[src/rtl/can_err_pkg.sv]
`timescale 1ns/1ps
package can_err_pkg;
  localparam int unsigned ERR_N   = 5;
  // error vector positions, lowest index wins
  localparam int unsigned IX_BIT   = 0;
  localparam int unsigned IX_STUFF = 1;
  localparam int unsigned IX_FORM  = 2;
  localparam int unsigned IX_ACK   = 3;
  localparam int unsigned IX_CRC   = 4;
  typedef logic [ERR_N-1:0] err_vec_t;
endpackage

[src/rtl/can_stuff_track.sv]
`timescale 1ns/1ps
module can_stuff_track #(
  parameter int unsigned RUN = 5
) (
  input  logic clk,
  input  logic rst_n,
  input  logic vld,
  input  logic sof,
  input  logic zone,
  input  logic rx,
  output logic is_stuff,
  output logic viol
);
  localparam int unsigned CW = $clog2(RUN + 1);

  logic [CW-1:0] cnt_q;
  logic          last_q;
  logic          due;
  logic          active;

  assign due    = (cnt_q == CW'(RUN));
  assign active = vld & zone & ~sof;

  always_comb begin
    is_stuff = active & due & (rx != last_q);
    viol     = active & due & (rx == last_q);
  end

  always_ff @(posedge clk) begin
    if (!rst_n) begin
      cnt_q  <= '0;
      last_q <= 1'b1;
    end else if (vld && zone) begin
      if (sof) begin
        cnt_q  <= CW'(1);
        last_q <= rx;
      end else if (due) begin
        if (rx != last_q) begin
          cnt_q  <= CW'(1);
          last_q <= rx;
        end
      end else if (rx == last_q) begin
        cnt_q <= cnt_q + CW'(1);
      end else begin
        cnt_q  <= CW'(1);
        last_q <= rx;
      end
    end
  end
endmodule

[src/rtl/can_crc_acc.sv]
`timescale 1ns/1ps
module can_crc_acc #(
  parameter int unsigned       W    = 15,
  parameter logic [W-1:0]      POLY = W'(16'h4599)
) (
  input  logic         clk,
  input  logic         rst_n,
  input  logic         start,
  input  logic         step,
  input  logic         din,
  output logic [W-1:0] crc
);
  logic [W-1:0] crc_q;

  function automatic logic [W-1:0] advance(input logic [W-1:0] base, input logic b);
    logic fb;
    fb = b ^ base[W-1];
    return {base[W-2:0], 1'b0} ^ (fb ? POLY : '0);
  endfunction

  always_ff @(posedge clk) begin
    if (!rst_n)     crc_q <= '0;
    else if (start) crc_q <= advance('0, din);
    else if (step)  crc_q <= advance(crc_q, din);
  end

  assign crc = crc_q;
endmodule

[src/rtl/can_err_classify.sv]
`timescale 1ns/1ps
module can_err_classify
  import can_err_pkg::*;
(
  input  logic     node_tx,
  input  logic     rx,
  input  logic     tx,
  input  logic     arb,
  input  logic     ack_slot,
  input  logic     crc_dlm,
  input  logic     ack_dlm,
  input  logic     eof,
  input  logic     ifs,
  input  logic     stuff_viol,
  input  logic     crc_bad,
  output err_vec_t vec
);
  err_vec_t raw;
  logic     exempt;

  always_comb begin
    exempt          = tx & ~rx & (arb | ack_slot);
    raw             = '0;
    raw[IX_BIT]     = node_tx & (rx != tx) & ~exempt;
    raw[IX_STUFF]   = stuff_viol;
    raw[IX_FORM]    = ~rx & (crc_dlm | ack_dlm | eof | ifs);
    raw[IX_ACK]     = node_tx & ack_slot & rx;
    raw[IX_CRC]     = crc_bad;
  end

  // priority pick: lowest index wins
  always_comb begin
    logic taken;
    taken = 1'b0;
    vec   = '0;
    for (int i = 0; i < int'(ERR_N); i++) begin
      if (raw[i] && !taken) begin
        vec[i] = 1'b1;
        taken  = 1'b1;
      end
    end
  end
endmodule

[src/rtl/can_bit_err_det.sv]
`timescale 1ns/1ps
module can_bit_err_det
  import can_err_pkg::*;
#(
  parameter int unsigned          CRC_W     = 15,
  parameter logic [CRC_W-1:0]     CRC_POLY  = CRC_W'(16'h4599),
  parameter int unsigned          STUFF_RUN = 5
) (
  input  logic clk,
  input  logic rst_n,
  input  logic smp_vld,
  input  logic smp_sof,
  input  logic smp_rx,
  input  logic smp_tx,
  input  logic node_is_tx,
  input  logic f_arb,
  input  logic f_crc_seq,
  input  logic f_crc_dlm,
  input  logic f_ack_slot,
  input  logic f_ack_dlm,
  input  logic f_eof,
  input  logic f_ifs,
  output logic stuff_flag,
  output logic err_bit,
  output logic err_stuff,
  output logic err_form,
  output logic err_ack,
  output logic err_crc,
  output logic err_frame_req,
  output logic retx_mark
);
  logic             zone_q, zone_now;
  logic             crcph_q, crc_now;
  logic             is_stuff, stuff_viol;
  logic [CRC_W-1:0] crc_calc, rcv_q;
  logic             crc_bad;
  logic             mask_q, mask_now;
  err_vec_t         vec, errs, err_q;
  logic             stf_q, req_q, retx_q;

  // stuffing zone: SOF up to (not incl.) CRC delimiter
  assign zone_now = smp_sof | (zone_q & ~f_crc_dlm);
  // CRC span: SOF up to first CRC-sequence sample
  assign crc_now  = (smp_sof | crcph_q) & ~f_crc_seq;

  always_ff @(posedge clk) begin
    if (!rst_n) begin
      zone_q  <= 1'b0;
      crcph_q <= 1'b0;
    end else if (smp_vld) begin
      zone_q  <= zone_now;
      crcph_q <= crc_now;
    end
  end

  can_stuff_track #(.RUN(STUFF_RUN)) u_stuff (
    .clk      (clk),
    .rst_n    (rst_n),
    .vld      (smp_vld),
    .sof      (smp_sof),
    .zone     (zone_now),
    .rx       (smp_rx),
    .is_stuff (is_stuff),
    .viol     (stuff_viol)
  );

  can_crc_acc #(.W(CRC_W), .POLY(CRC_POLY)) u_crc (
    .clk   (clk),
    .rst_n (rst_n),
    .start (smp_vld & smp_sof),
    .step  (smp_vld & crc_now & ~is_stuff & ~smp_sof),
    .din   (smp_rx),
    .crc   (crc_calc)
  );

  // received CRC sequence, MSB first, stuff bits skipped
  always_ff @(posedge clk) begin
    if (!rst_n) begin
      rcv_q <= '0;
    end else if (smp_vld) begin
      if (smp_sof)
        rcv_q <= '0;
      else if (f_crc_seq && zone_now && !is_stuff)
        rcv_q <= {rcv_q[CRC_W-2:0], smp_rx};
    end
  end

  assign crc_bad = f_crc_dlm & (rcv_q != crc_calc);

  can_err_classify u_cls (
    .node_tx    (node_is_tx),
    .rx         (smp_rx),
    .tx         (smp_tx),
    .arb        (f_arb),
    .ack_slot   (f_ack_slot),
    .crc_dlm    (f_crc_dlm),
    .ack_dlm    (f_ack_dlm),
    .eof        (f_eof),
    .ifs        (f_ifs),
    .stuff_viol (stuff_viol),
    .crc_bad    (crc_bad),
    .vec        (vec)
  );

  assign mask_now = smp_sof ? 1'b0 : mask_q;
  assign errs     = (smp_vld && !mask_now) ? vec : '0;

  always_ff @(posedge clk) begin
    if (!rst_n) begin
      mask_q <= 1'b0;
      err_q  <= '0;
      stf_q  <= 1'b0;
      req_q  <= 1'b0;
      retx_q <= 1'b0;
    end else begin
      if (smp_vld) mask_q <= mask_now | (|errs);
      err_q  <= errs;
      stf_q  <= smp_vld & is_stuff;
      req_q  <= |errs;
      retx_q <= (|errs) & node_is_tx;
    end
  end

  assign stuff_flag    = stf_q;
  assign err_bit       = err_q[IX_BIT];
  assign err_stuff     = err_q[IX_STUFF];
  assign err_form      = err_q[IX_FORM];
  assign err_ack       = err_q[IX_ACK];
  assign err_crc       = err_q[IX_CRC];
  assign err_frame_req = req_q;
  assign retx_mark     = retx_q;
endmodule

[config.mk]
export PLATFORM = sky130hd
export DESIGN_NAME = can_bit_err_det
export DESIGN_NICKNAME = d
export VERILOG_FILES = /design/src/rtl/can_err_pkg.sv /design/src/rtl/can_stuff_track.sv /design/src/rtl/can_crc_acc.sv /design/src/rtl/can_err_classify.sv /design/src/rtl/can_bit_err_det.sv
export SDC_FILE = /design/constraint.sdc
export NUM_CORES = 1
export LEC_CHECK = 0
export BUFFER_PORTS_ARGS = -buffer_cell sky130_fd_sc_hd__buf_2
export CAP_MARGIN = 40
export CORE_UTILIZATION = 58
export CTS_CLUSTER_SIZE = 30
export DETAILED_ROUTE_END_ITERATION = 8
export PLACE_DENSITY = 0.79
export SYNTH_ARGS = -nofsm -noshare
export SYNTH_HDL_FRONTEND = slang
export SYNTH_HIERARCHICAL = 1
export SYNTH_SLANG_ARGS = --single-unit
[constraint.sdc]
create_clock -name clk -period 3.7 [get_ports clk]
set_clock_uncertainty 0.2 [all_clocks]
set_input_delay 0.74 -clock clk [delete_from_list [all_inputs] [get_ports clk]]
set_output_delay 0.74 -clock clk [all_outputs]
set_load 0.01 [all_outputs]
==> qor.csv, run 1 <==
metric;value;unit
Non-Filler Instances;292;
VDD IR max;0.3091;mV
floorplan row count;21;
#FFs+latches synth;45;
Pre-Repair DR Iteration Count;5;
Synth Net Count;242;
area delta synth->final;9.989;%
post-route setup TNS;0;ns
initial antenna violation count;0;
Clock Tree Buf Depth;2;
largest net degree at the start of global routing;29;
Total GRT Usage;0.2282;
WHS Endpoint;mask_q$_SDFFE_PN0P_;
placed insts;284;
DR vias;1666;
die span in x;63.30;um
Pleak;0.9273;nW
Sink Count;45;
final worst setup slack;0.7138;ns
share of cells above drive strength 1;0.1748;
Die ar.;4007;um2
I/O pins;22;
Reg clk slew, reported paths;0.08;ns
hold crit path type;flip-flop to flip-flop;
gr ovfl total;0;
Syn Area/Cell;9.687;um2
initial core utilization;0.6284;
CTS root buf;clkbuf_8;
vias in the first global route;1504;
# diodes;0;
Setup crit end kind;flip-flop;
post-CTS sizing;0;
core area;3468;um2
register area share after synthesis;0.4133;
routability cong.;0.8512;
Max Slew Vio Count;0;
Synthesis Warnings;6;
initial detailed-routing violation count;114;
status;finished clean;
pwr dens;410.0;nW/um2
Post-synth EDFFs;0;
Cell Area, Synth;2180;um2
Tcrit/Tclk final;0.8071;
Worst Setup Start Kind;primary input;
setup violators final;0;
clock latency on the worst-skew pair;0.31;ns
cells on worst reg2reg path;10;
Syn Inst Count;225;
CP required;3.71;ns
DP HPWL;2998;um
minimum clock period;2.986;ns
hold depth;2;
reg-to-reg critical path endpoint;retx_mark$_SDFF_PN0_;
Fill cells;294;
R2R Path Start;zone_q$_SDFFE_PN0P_;
largest fanout on the critical path;5;
Max-Cap Viols;0;
H-Tree Level Count;2;
Worst Tran Pin Value;0.7023;ns
hold path startpoint;mask_q$_SDFFE_PN0P_;
CTS tree;done;
Port Buffers;21;
first-pass GRT wire length;7031;um
Num CTS Buffers;5;
Final Hold Vio Count;0;
max_slew headroom;0.5292;
commonest register cell after synthesis;dfxtp_1;
Netlist cell types;53;
DR vias/cell;5.705;
WL final;4209;um
Final ANT Viol Nets;0;
Hold Buf Count CTS;0;
ys async rst share;0;
fmax;0.3349;GHz
wire per inst;14.41;um
drt drc;0;
post-CTS setup repair buffer count;0;
WP data arrival;3.00;ns
height of the die;63.30;um
R2R Setup Slk;0.89;ns
worst slack at placement;0.4464;ns
RSZ-0062 raised after global routing;no;
Setup CP Type;primary input to flip-flop;
Final #Nets;262;
-- registers in the layout, summed over array words and instances, names as in the netlist --
| name | count |
|---|---|
| u_stuff/last_q | 1 |
| err_frame_req | 1 |
| zone_q | 1 |
| u_stuff/cnt_q | 3 |
| crcph_q | 1 |
| mask_q | 1 |
| stuff_flag | 1 |
| retx_mark | 1 |
| err_q | 5 |
| rcv_q | 15 |
| u_crc/crc | 15 |
-- cell usage in the layout, fill, tap and decap left out, types with 2 or more instances in the layout --
master,instances
mux2i_1,8
and3_1,3
o21ai_0,4
o21ai_1,2
buf_4,3
nand3_1,4
nand3b_1,4
buf_2,21
and2_1,7
clkbuf_8,6
nand4_1,3
a21oi_1,4
o21ba_2,3
o221a_1,2
o22ai_1,6
xor2_1,9
nor2b_1,19
ha_1,3
nor2_1,11
nand2b_1,4
xnor2_1,12
a22oi_1,19
inv_1,6
nand2_1,10
dfxtp_1,45
-- metal layers --
metal	global-route usage	share of wire	up-vias
li1	-	-	838
met1	0.3161	0.50	777
met2	0.3266	0.43	43
met3	0.07428	0.050	8
met4	0.08523	0.016	0
met5	0	0	-
-- final cells by class --
| class | instances | area, um2 | area share |
|---|---|---|---|
| multi-input cells | 162 | 1169 | 0.4875 |
| flip-flops and latches | 45 | 900.9 | 0.3758 |
| repair buffers | 24 | 127.6 | 0.05324 |
| clock buffers | 7 | 86.33 | 0.03601 |
| well taps | 46 | 57.56 | 0.02401 |
| clock inverters | 1 | 30.03 | 0.01253 |
| inverters | 7 | 26.28 | 0.01096 |
-- cells in the mapped netlist, types with 4 or more instances --
master	instances	area, um2
a21oi_1	4	20.02
a22oi_1	19	142.6
and2_1	7	43.79
buf_6	4	45.04
dfxtp_1	45	900.9
inv_1	6	22.52
mux2i_1	8	80.08
nand2_1	10	37.54
nand2b_1	4	25.02
nand3_1	4	20.02
nand3b_1	4	30.03
nor2_1	11	41.29
nor2b_1	19	118.9
o21ai_0	4	20.02
o22ai_1	6	37.54
xnor2_1	12	105.1
xor2_1	9	78.83
-- how the worst max path moves through the flow --
stage | from | endpoint | slack (ns) | cells after the start
final | f_crc_dlm | retx_mark$_SDFF_PN0_ | 0.71 | 10
after global routing | f_crc_dlm | retx_mark$_SDFF_PN0_ | 0.58 | 10
after CTS | f_crc_dlm | retx_mark$_SDFF_PN0_ | 0.73 | 10
after detailed placement | f_crc_dlm | retx_mark$_SDFF_PN0_ | 0.45 | 10
after global placement | f_crc_dlm | retx_mark$_SDFF_PN0_ | 0.52 | 10
after floorplan | f_crc_dlm | retx_mark$_SDFF_PN0_ | 0.79 | 9
-- cell families after synthesis --
| group | Yosys count | synth area share |
|---|---|---|
| AND/OR/NAND/NOR | 77 | 0.2141 |
| AO/OA/AOI/OAI | 53 | 0.1814 |
| flip-flops | 45 | 0.4133 |
| XOR/XNOR | 21 | 0.08439 |
| buffers and inverters | 18 | 0.05281 |
| multiplexers | 8 | 0.03674 |
| adder cells (fa/ha/maj) | 3 | 0.01722 |
-- through the flow --
| stage | power (mW) | util | hold slack (ns) | area, um2 |
|---|---|---|---|---|
| after floorplan | 0.5773 | - | 0.2543 | 2180 |
| after detailed placement | 0.6039 | 0.6576 | 0.2850 | 2281 |
| final | 0.9830 | 0.6912 | 0.3006 | 2397 |
| after global routing | 1.018 | 0.6912 | 0.3132 | 2397 |
| after global placement | 0.6023 | 0.6576 | 0.2804 | 2281 |
| after CTS | 0.9850 | 0.6912 | 0.2964 | 2397 |
-- power by group --
part / leakage, nW / total (mW) / internal, mW / switching, mW
Combinational: 0.504 / 0.0883 / 0.0405 / 0.0478
Clock: 0.0585 / 0.390 / 0.220 / 0.170
Sequential: 0.365 / 0.505 / 0.494 / 0.0103
-- critical path: stages --
cell and delay (ns):
buf_2 0.14, o21ai_0 0.37, nand2_1 0.19, or3_4 0.37, nor2_1 0.12, a21o_2 0.13, nor2_1 0.06, or4_1 0.53
o21a_1 0.19, and2_1 0.15
No activity file was read; power rests on OpenSTA's default activity.
==> run 2, diff against run 1 <==
--- a/config.mk
+++ b/config.mk
@@ -5,9 +5,10 @@
 export SDC_FILE = /design/constraint.sdc
 export NUM_CORES = 1
 export LEC_CHECK = 0
+export ABC_AREA = 1
 export BUFFER_PORTS_ARGS = -buffer_cell sky130_fd_sc_hd__buf_2
 export CAP_MARGIN = 40
-export CORE_UTILIZATION = 58
+export CORE_UTILIZATION = 59
 export CTS_CLUSTER_SIZE = 30
 export DETAILED_ROUTE_END_ITERATION = 8
 export PLACE_DENSITY = 0.79
==> constraint.sdc (replaced) <==
create_clock -name clk -period 2.9 [get_ports clk]
set_clock_uncertainty 0.2 [all_clocks]
set_input_delay 0.58 -clock clk [delete_from_list [all_inputs] [get_ports clk]]
set_output_delay 0.58 -clock clk [all_outputs]
set_load 0.01 [all_outputs]
==> qor.csv, run 2 <==
metric;value;unit
minimum clock period;2.370;ns
Synthesis Warnings;6;
initial core utilization;0.6297;
largest net degree at the start of global routing;25;
hold crit path type;flip-flop to flip-flop;
Cell Area, Synth;2375;um2
area delta synth->final;12.07;%
hold depth;2;
Sink Count;45;
Tcrit/Tclk final;0.8173;
Num CTS Buffers;5;
Final #Nets;391;
clock latency on the worst-skew pair;0.30;ns
R2R Path Start;u_stuff/cnt_q[1]$_SDFFE_PN0P_;
CP required;2.85;ns
Max Slew Vio Count;0;
Fill cells;320;
placed insts;415;
Worst Tran Pin Value;0.7483;ns
WP data arrival;2.32;ns
ys async rst share;0;
Post-synth EDFFs;0;
Reg clk slew, reported paths;0.08;ns
Commonest cells post-synth;nand2_1, dfxtp_1, inv_1, nor2_1, nand3_1;
initial detailed-routing violation count;166;
met3 routed WL;210;um
initial antenna violation count;0;
setup violators final;0;
Synth Net Count;365;
register area share after synthesis;0.3793;
core area;3771;um2
hold path startpoint;crcph_q$_SDFFE_PN0P_;
share of cells above drive strength 1;0.1653;
Total GRT Usage;0.2625;
Port Buffers;21;
leading cell type in the layout, fill and taps excluded;nand2_1;
Pre-Repair DR Iteration Count;4;
# diodes;0;
vias in the first global route;1955;
Hold Buf Count CTS;0;
pwr dens;492.4;nW/um2
post-route setup TNS;0;ns
RSZ-0062 raised after global routing;no;
Syn Area/Cell;6.824;um2
status;finished clean;
VDD IR max;0.2960;mV
#FFs+latches synth;45;
die span in x;65.45;um
Non-Filler Instances;423;
Setup crit end kind;flip-flop;
Worst Setup Start Kind;primary input;
DR vias/cell;5.404;
R2R Setup Slk;0.56;ns
first-pass GRT wire length;8562;um
Netlist cell types;34;
CTS tree;done;
Final ANT Viol Nets;0;
synth top area cells;dfxtp_1, nand2_1, inv_1;
CTS root buf;clkbuf_8;
final core utilization;0.7057;
Setup CP Type;primary input to flip-flop;
commonest register cell after synthesis;dfxtp_1;
floorplan row count;22;
wire per inst;11.99;um
H-Tree Level Count;2;
height of the die;65.45;um
area share of the largest cell type after synthesis;0.3793;
largest fanout on the critical path;16;
gr ovfl total;0;
post-CTS sizing;0;
drt drc;0;
WL final;5071;um
leading area contributor after synthesis;dfxtp_1;
met2 routed WL;2597;um
M1 WL;2217;um
uppermost layer routed;met4;
most numerous cell in the Yosys netlist;nand2_1;
Pleak;1.161;nW
Die ar.;4283;um2
Final Hold Vio Count;0;
I/O pins;22;
Max-Cap Viols;0;
fmax;0.4219;GHz
post-CTS setup repair buffer count;0;
WHS Endpoint;crcph_q$_SDFFE_PN0P_;
reg-to-reg critical path endpoint;rcv_q[5]$_SDFFE_PN0P_;
Syn Inst Count;348;
Clock Tree Buf Depth;2;
cells on worst reg2reg path;9;
DR vias;2286;
DP HPWL;3649;um
max_slew headroom;0.5006;
routability cong.;0.8476;
commonest non-fill, non-tap cells in the layout;nand2_1, inv_1, dfxtp_1, nor2_1, nand3_1;
## run 2: changes by cell type in the layout (fill, tap and decap cells not counted), sizes merged, moves of 9 or more
cell / delta
a21oi: +31
a22oi: -19
inv: +44
nand2: +72
nand3: +32
nand4: +15
nor2: +28
nor2b: -19
xnor2: -11
xor2: -9
## run 2: routing by layer
| metal | GRT usage | vias to the layer above |
|---|---|---|
| met5 | 0 | - |
| met4 | 0.08424 | 0 |
| met3 | 0.06250 | 4 |
| met2 | 0.4536 | 49 |
| met1 | 0.3182 | 1053 |
| li1 | - | 1180 |
## run 2: metrics by stage
step                instance area, um2  hold WS [ns]  worst slack [ns]  power, mW
finish                            2661        0.2695            0.5298      1.310
global route                      2661        0.2979            0.3653      1.378
CTS                               2661        0.2699            0.5388      1.322
detailed placement                2545        0.2590            0.2184     0.8337
global placement                  2545        0.2538            0.2819     0.8298
floorplan                         2375        0.2436            0.2976     0.7828
## run 2: cell type report
| class | count | area (um2) | share of cell area |
|---|---|---|---|
| Tap cell | 48 | 60.06 | 0.02257 |
| Inverter | 54 | 217.7 | 0.08181 |
| Sequential cell | 45 | 900.9 | 0.3385 |
| Clock inverter | 1 | 30.03 | 0.01128 |
| Clock buffer | 7 | 86.33 | 0.03244 |
| Timing Repair Buffer | 26 | 142.6 | 0.05360 |
| Multi-Input combinational cell | 242 | 1224 | 0.4598 |
## run 2: critical path, stage by stage
cell and delay [ns]:
buf_2 0.14, inv_1 0.07, o21ai_0 0.11, nand2_2 0.13
nor4_1 0.06, buf_4 0.15, nor3_4 0.52, nand2_2 0.32
nand3_1 0.16, a21oi_1 0.07
## run 2: logic make-up (layout without fill, tap and decap cells)
group | count (synthesis) | count (layout) | synth area share
AO/OA/AOI/OAI | 52 | 52 | 0.1175
XOR/XNOR | 1 | 1 | 0.003689
AND/OR/NAND/NOR | 186 | 186 | 0.3783
buffers and inverters | 61 | 88 | 0.1054
adder cells (fa/ha/maj) | 3 | 3 | 0.01581
flip-flops | 45 | 45 | 0.3793
## run 2: worst max-delay path by stage
stage | from | end | slack (ns) | depth (start not counted)
global route | u_stuff/cnt_q[1]$_SDFFE_PN0P_ | rcv_q[10]$_SDFFE_PN0P_ | 0.37 | 9
detailed placement | smp_sof | rcv_q[5]$_SDFFE_PN0P_ | 0.22 | 10
floorplan | smp_sof | u_crc/crc[10]$_SDFFE_PN0P_ | 0.30 | 10
global placement | smp_rx | rcv_q[9]$_SDFFE_PN0P_ | 0.28 | 10
CTS | smp_sof | rcv_q[5]$_SDFFE_PN0P_ | 0.54 | 10
finish | smp_sof | rcv_q[5]$_SDFFE_PN0P_ | 0.53 | 10
## run 2: report_power, final
part           switching [mW]  internal, mW
clock                   0.209         0.281
combinational           0.109        0.0591
sequential             0.0163         0.636
total                   0.334         0.976
==> run 3, diff against run 2 <==
--- a/config.mk
+++ b/config.mk
@@ -5,13 +5,13 @@
 export SDC_FILE = /design/constraint.sdc
 export NUM_CORES = 1
 export LEC_CHECK = 0
-export ABC_AREA = 1
+export ABC_AREA = 0
 export BUFFER_PORTS_ARGS = -buffer_cell sky130_fd_sc_hd__buf_2
 export CAP_MARGIN = 40
-export CORE_UTILIZATION = 59
+export CORE_UTILIZATION = 52
 export CTS_CLUSTER_SIZE = 30
 export DETAILED_ROUTE_END_ITERATION = 8
-export PLACE_DENSITY = 0.79
+export PLACE_DENSITY = 0.74
 export SYNTH_ARGS = -nofsm -noshare
 export SYNTH_HDL_FRONTEND = slang
 export SYNTH_HIERARCHICAL = 1
==> constraint.sdc (replaced) <==
create_clock -name clk -period 2.03 [get_ports clk]
set_clock_uncertainty 0.2 [all_clocks]
set_input_delay 0.406 -clock clk [delete_from_list [all_inputs] [get_ports clk]]
set_output_delay 0.406 -clock clk [all_outputs]
set_load 0.01 [all_outputs]
==> qor.csv, run 3 (synthesis gave the netlist of run 1 again) <==
metric;value;unit
cells on worst reg2reg path;10;
initial core utilization;0.5449;
Final ANT Viol Nets;0;
clock latency on the worst-skew pair;0.31;ns
hold crit path type;primary input to flip-flop;
grt met3 use;0.06336;
drt drc;0;
reg-to-reg critical path endpoint;retx_mark$_SDFF_PN0_;
Pleak;1.309;nW
failing checks;setup timing;
routability cong.;0.8509;
Reg clk slew, reported paths;0.09;ns
first-pass GRT wire length;8956;um
floorplan row count;23;
met1 Use GR;0.3340;
CP required;2.04;ns
Final Hold Vio Count;0;
VDD IR max;0.4594;mV
Num CTS Buffers;5;
setup violators final;33;
Max Slew Vio Count;0;
height of the die;66.74;um
Max-Cap Viols;0;
minimum clock period;2.423;ns
initial detailed-routing violation count;107;
WL final;5931;um
pwr dens;561.7;nW/um2
final core utilization;0.7867;
max_slew headroom;0.7413;
Fill cells;255;
leading cell type in the layout, fill and taps excluded;buf_4;
DR vias/cell;5.492;
register area;909.6;um2
hold path startpoint;f_crc_seq;
die span in x;66.74;um
GR peak layer;met2;
wire per inst;16.29;um
CTS tree;done;
vias in the first global route;1924;
Clock Tree Buf Depth;2;
status;finished with violations;
R2R Setup Slk;-0.39;ns
Worst Setup Start Kind;flip-flop;
Sink Count;45;
fmax;0.4128;GHz
Pwr Total;1.767;mW
DP HPWL;3615;um
Hold Buf Count CTS;0;
Tcrit/Tclk final;1.193;
WHS Endpoint;crcph_q$_SDFFE_PN0P_;
worst-path cell chain;inv_2 -> o21ai_4 -> nand2_2 -> or3_4 -> nor2_2 -> a21o_2 -> nor2_1 -> or4_1 -> o21a_1 -> and2_1;
commonest non-fill, non-tap cells in the layout;buf_4, dfxtp_1, buf_2, nor2b_1, a22oi_2;
RSZ-0062 raised after global routing;yes;
Port Buffers;21;
max incr delay on CP;0.54;ns
Setup crit end kind;flip-flop;
I/O pins;22;
largest fanout on the critical path;3;
share of cells above drive strength 1;0.4777;
hold slack;0.2036;ns
area of the multi-input gates;1339;um2
Setup CP Type;flip-flop to flip-flop;
R2R Path Start;zone_q$_SDFFE_PN0P_;
H-Tree Level Count;2;
largest net degree at the start of global routing;24;
hold depth;3;
post-route setup TNS;-5.894;ns
CTS root buf;clkbuf_8;
Pre-Repair DR Iteration Count;4;
gr ovfl total;0;
Total GRT Usage;0.2752;
DR vias;1999;
M2 GR Usage;0.4710;
Worst Tran Pin Value;0.3881;ns
WP data arrival;2.43;ns
area delta synth->final;44.37;%
slowest cell on the critical path;or4_1;
Final #Nets;330;
core area;4000;um2
final worst setup slack;-0.3926;ns
# diodes;0;
initial antenna violation count;0;
Die ar.;4454;um2
==> run 3: changes by cell type in the layout (fill, tap and decap cells not counted), sizes merged, moves of 28 or more <==
| cell | before | now |
|---|---|---|
| nand2 | 82 | 10 |
| nand3 | 36 | 4 |
| buf | 26 | 91 |
| a21oi | 35 | 4 |
| inv | 51 | 7 |
| nor2 | 39 | 11 |
==> run 3: critical path, delay by kind of cell (launching register included) <==
kind / cells / cell delay (ns)
and+or+nand+nor: 6 / 1.27
DFF: 1 / 0.35
AOI/OAI and AO/OA: 3 / 0.46
buffers and inverters: 1 / 0.04
==> run 3: timing repair <==
action | in CTS | in global routing
endpoints found under the setup margin | 33 | 34
gates cloned | 1 | 1
gates resized for setup | 34 | 16
pin swaps | 14 | 16
setup buffers | 10 | 8
==> run 3: power by group <==
group          internal (mW)  switching [mW]
Combinational          0.132           0.129
Sequential             0.902          0.0133
Clock                  0.276           0.315
==> run 3: worst max-delay path by stage <==
| stage | cells after the start | start | slack, ns | endpoint |
|---|---|---|---|---|
| 2_1_floorplan | 9 | f_crc_dlm | -0.33 | retx_mark$_SDFF_PN0_ |
| 3_3_place_gp | 11 | smp_sof | -0.46 | retx_mark$_SDFF_PN0_ |
| 3_5_place_dp | 11 | smp_sof | -0.53 | retx_mark$_SDFF_PN0_ |
| 4_1_cts | 9 | u_crc/crc[9]$_SDFFE_PN0P_ | -0.39 | retx_mark$_SDFF_PN0_ |
| 5_1_grt | 9 | u_crc/crc[9]$_SDFFE_PN0P_ | -0.51 | retx_mark$_SDFF_PN0_ |
| 6_report | 10 | zone_q$_SDFFE_PN0P_ | -0.39 | retx_mark$_SDFF_PN0_ |
==> run 3: layout make-up <==
| cell class | count | share of cell area |
|---|---|---|
| Clock inverter | 2 | 0.004374 |
| Inverter | 7 | 0.008350 |
| Timing Repair inverter | 1 | 0.002386 |
| Clock buffer | 6 | 0.02624 |
| Sequential cell | 45 | 0.2891 |
| Multi-Input combinational cell | 162 | 0.4254 |
| Timing Repair Buffer | 91 | 0.2243 |
| Tap cell | 50 | 0.01988 |
==> run 3: metal layers <==
| layer | vias up | wire, um |
|---|---|---|
| met1 | 987 | 2592 |
| met3 | 10 | 202 |
| li1 | 973 | - |
| met5 | - | 0 |
| met4 | 0 | 106 |
| met2 | 29 | 3029 |
==> run 3: per-stage QoR <==
step | instance area (um2) | instances | worst slack, ns
floorplan | 2197 | 225 | -0.3287
global placement | 2714 | 341 | -0.4573
detailed placement | 2714 | 341 | -0.5313
CTS | 3034 | 358 | -0.3869
global route | 3147 | 364 | -0.5051
finish | 3147 | 364 | -0.3926
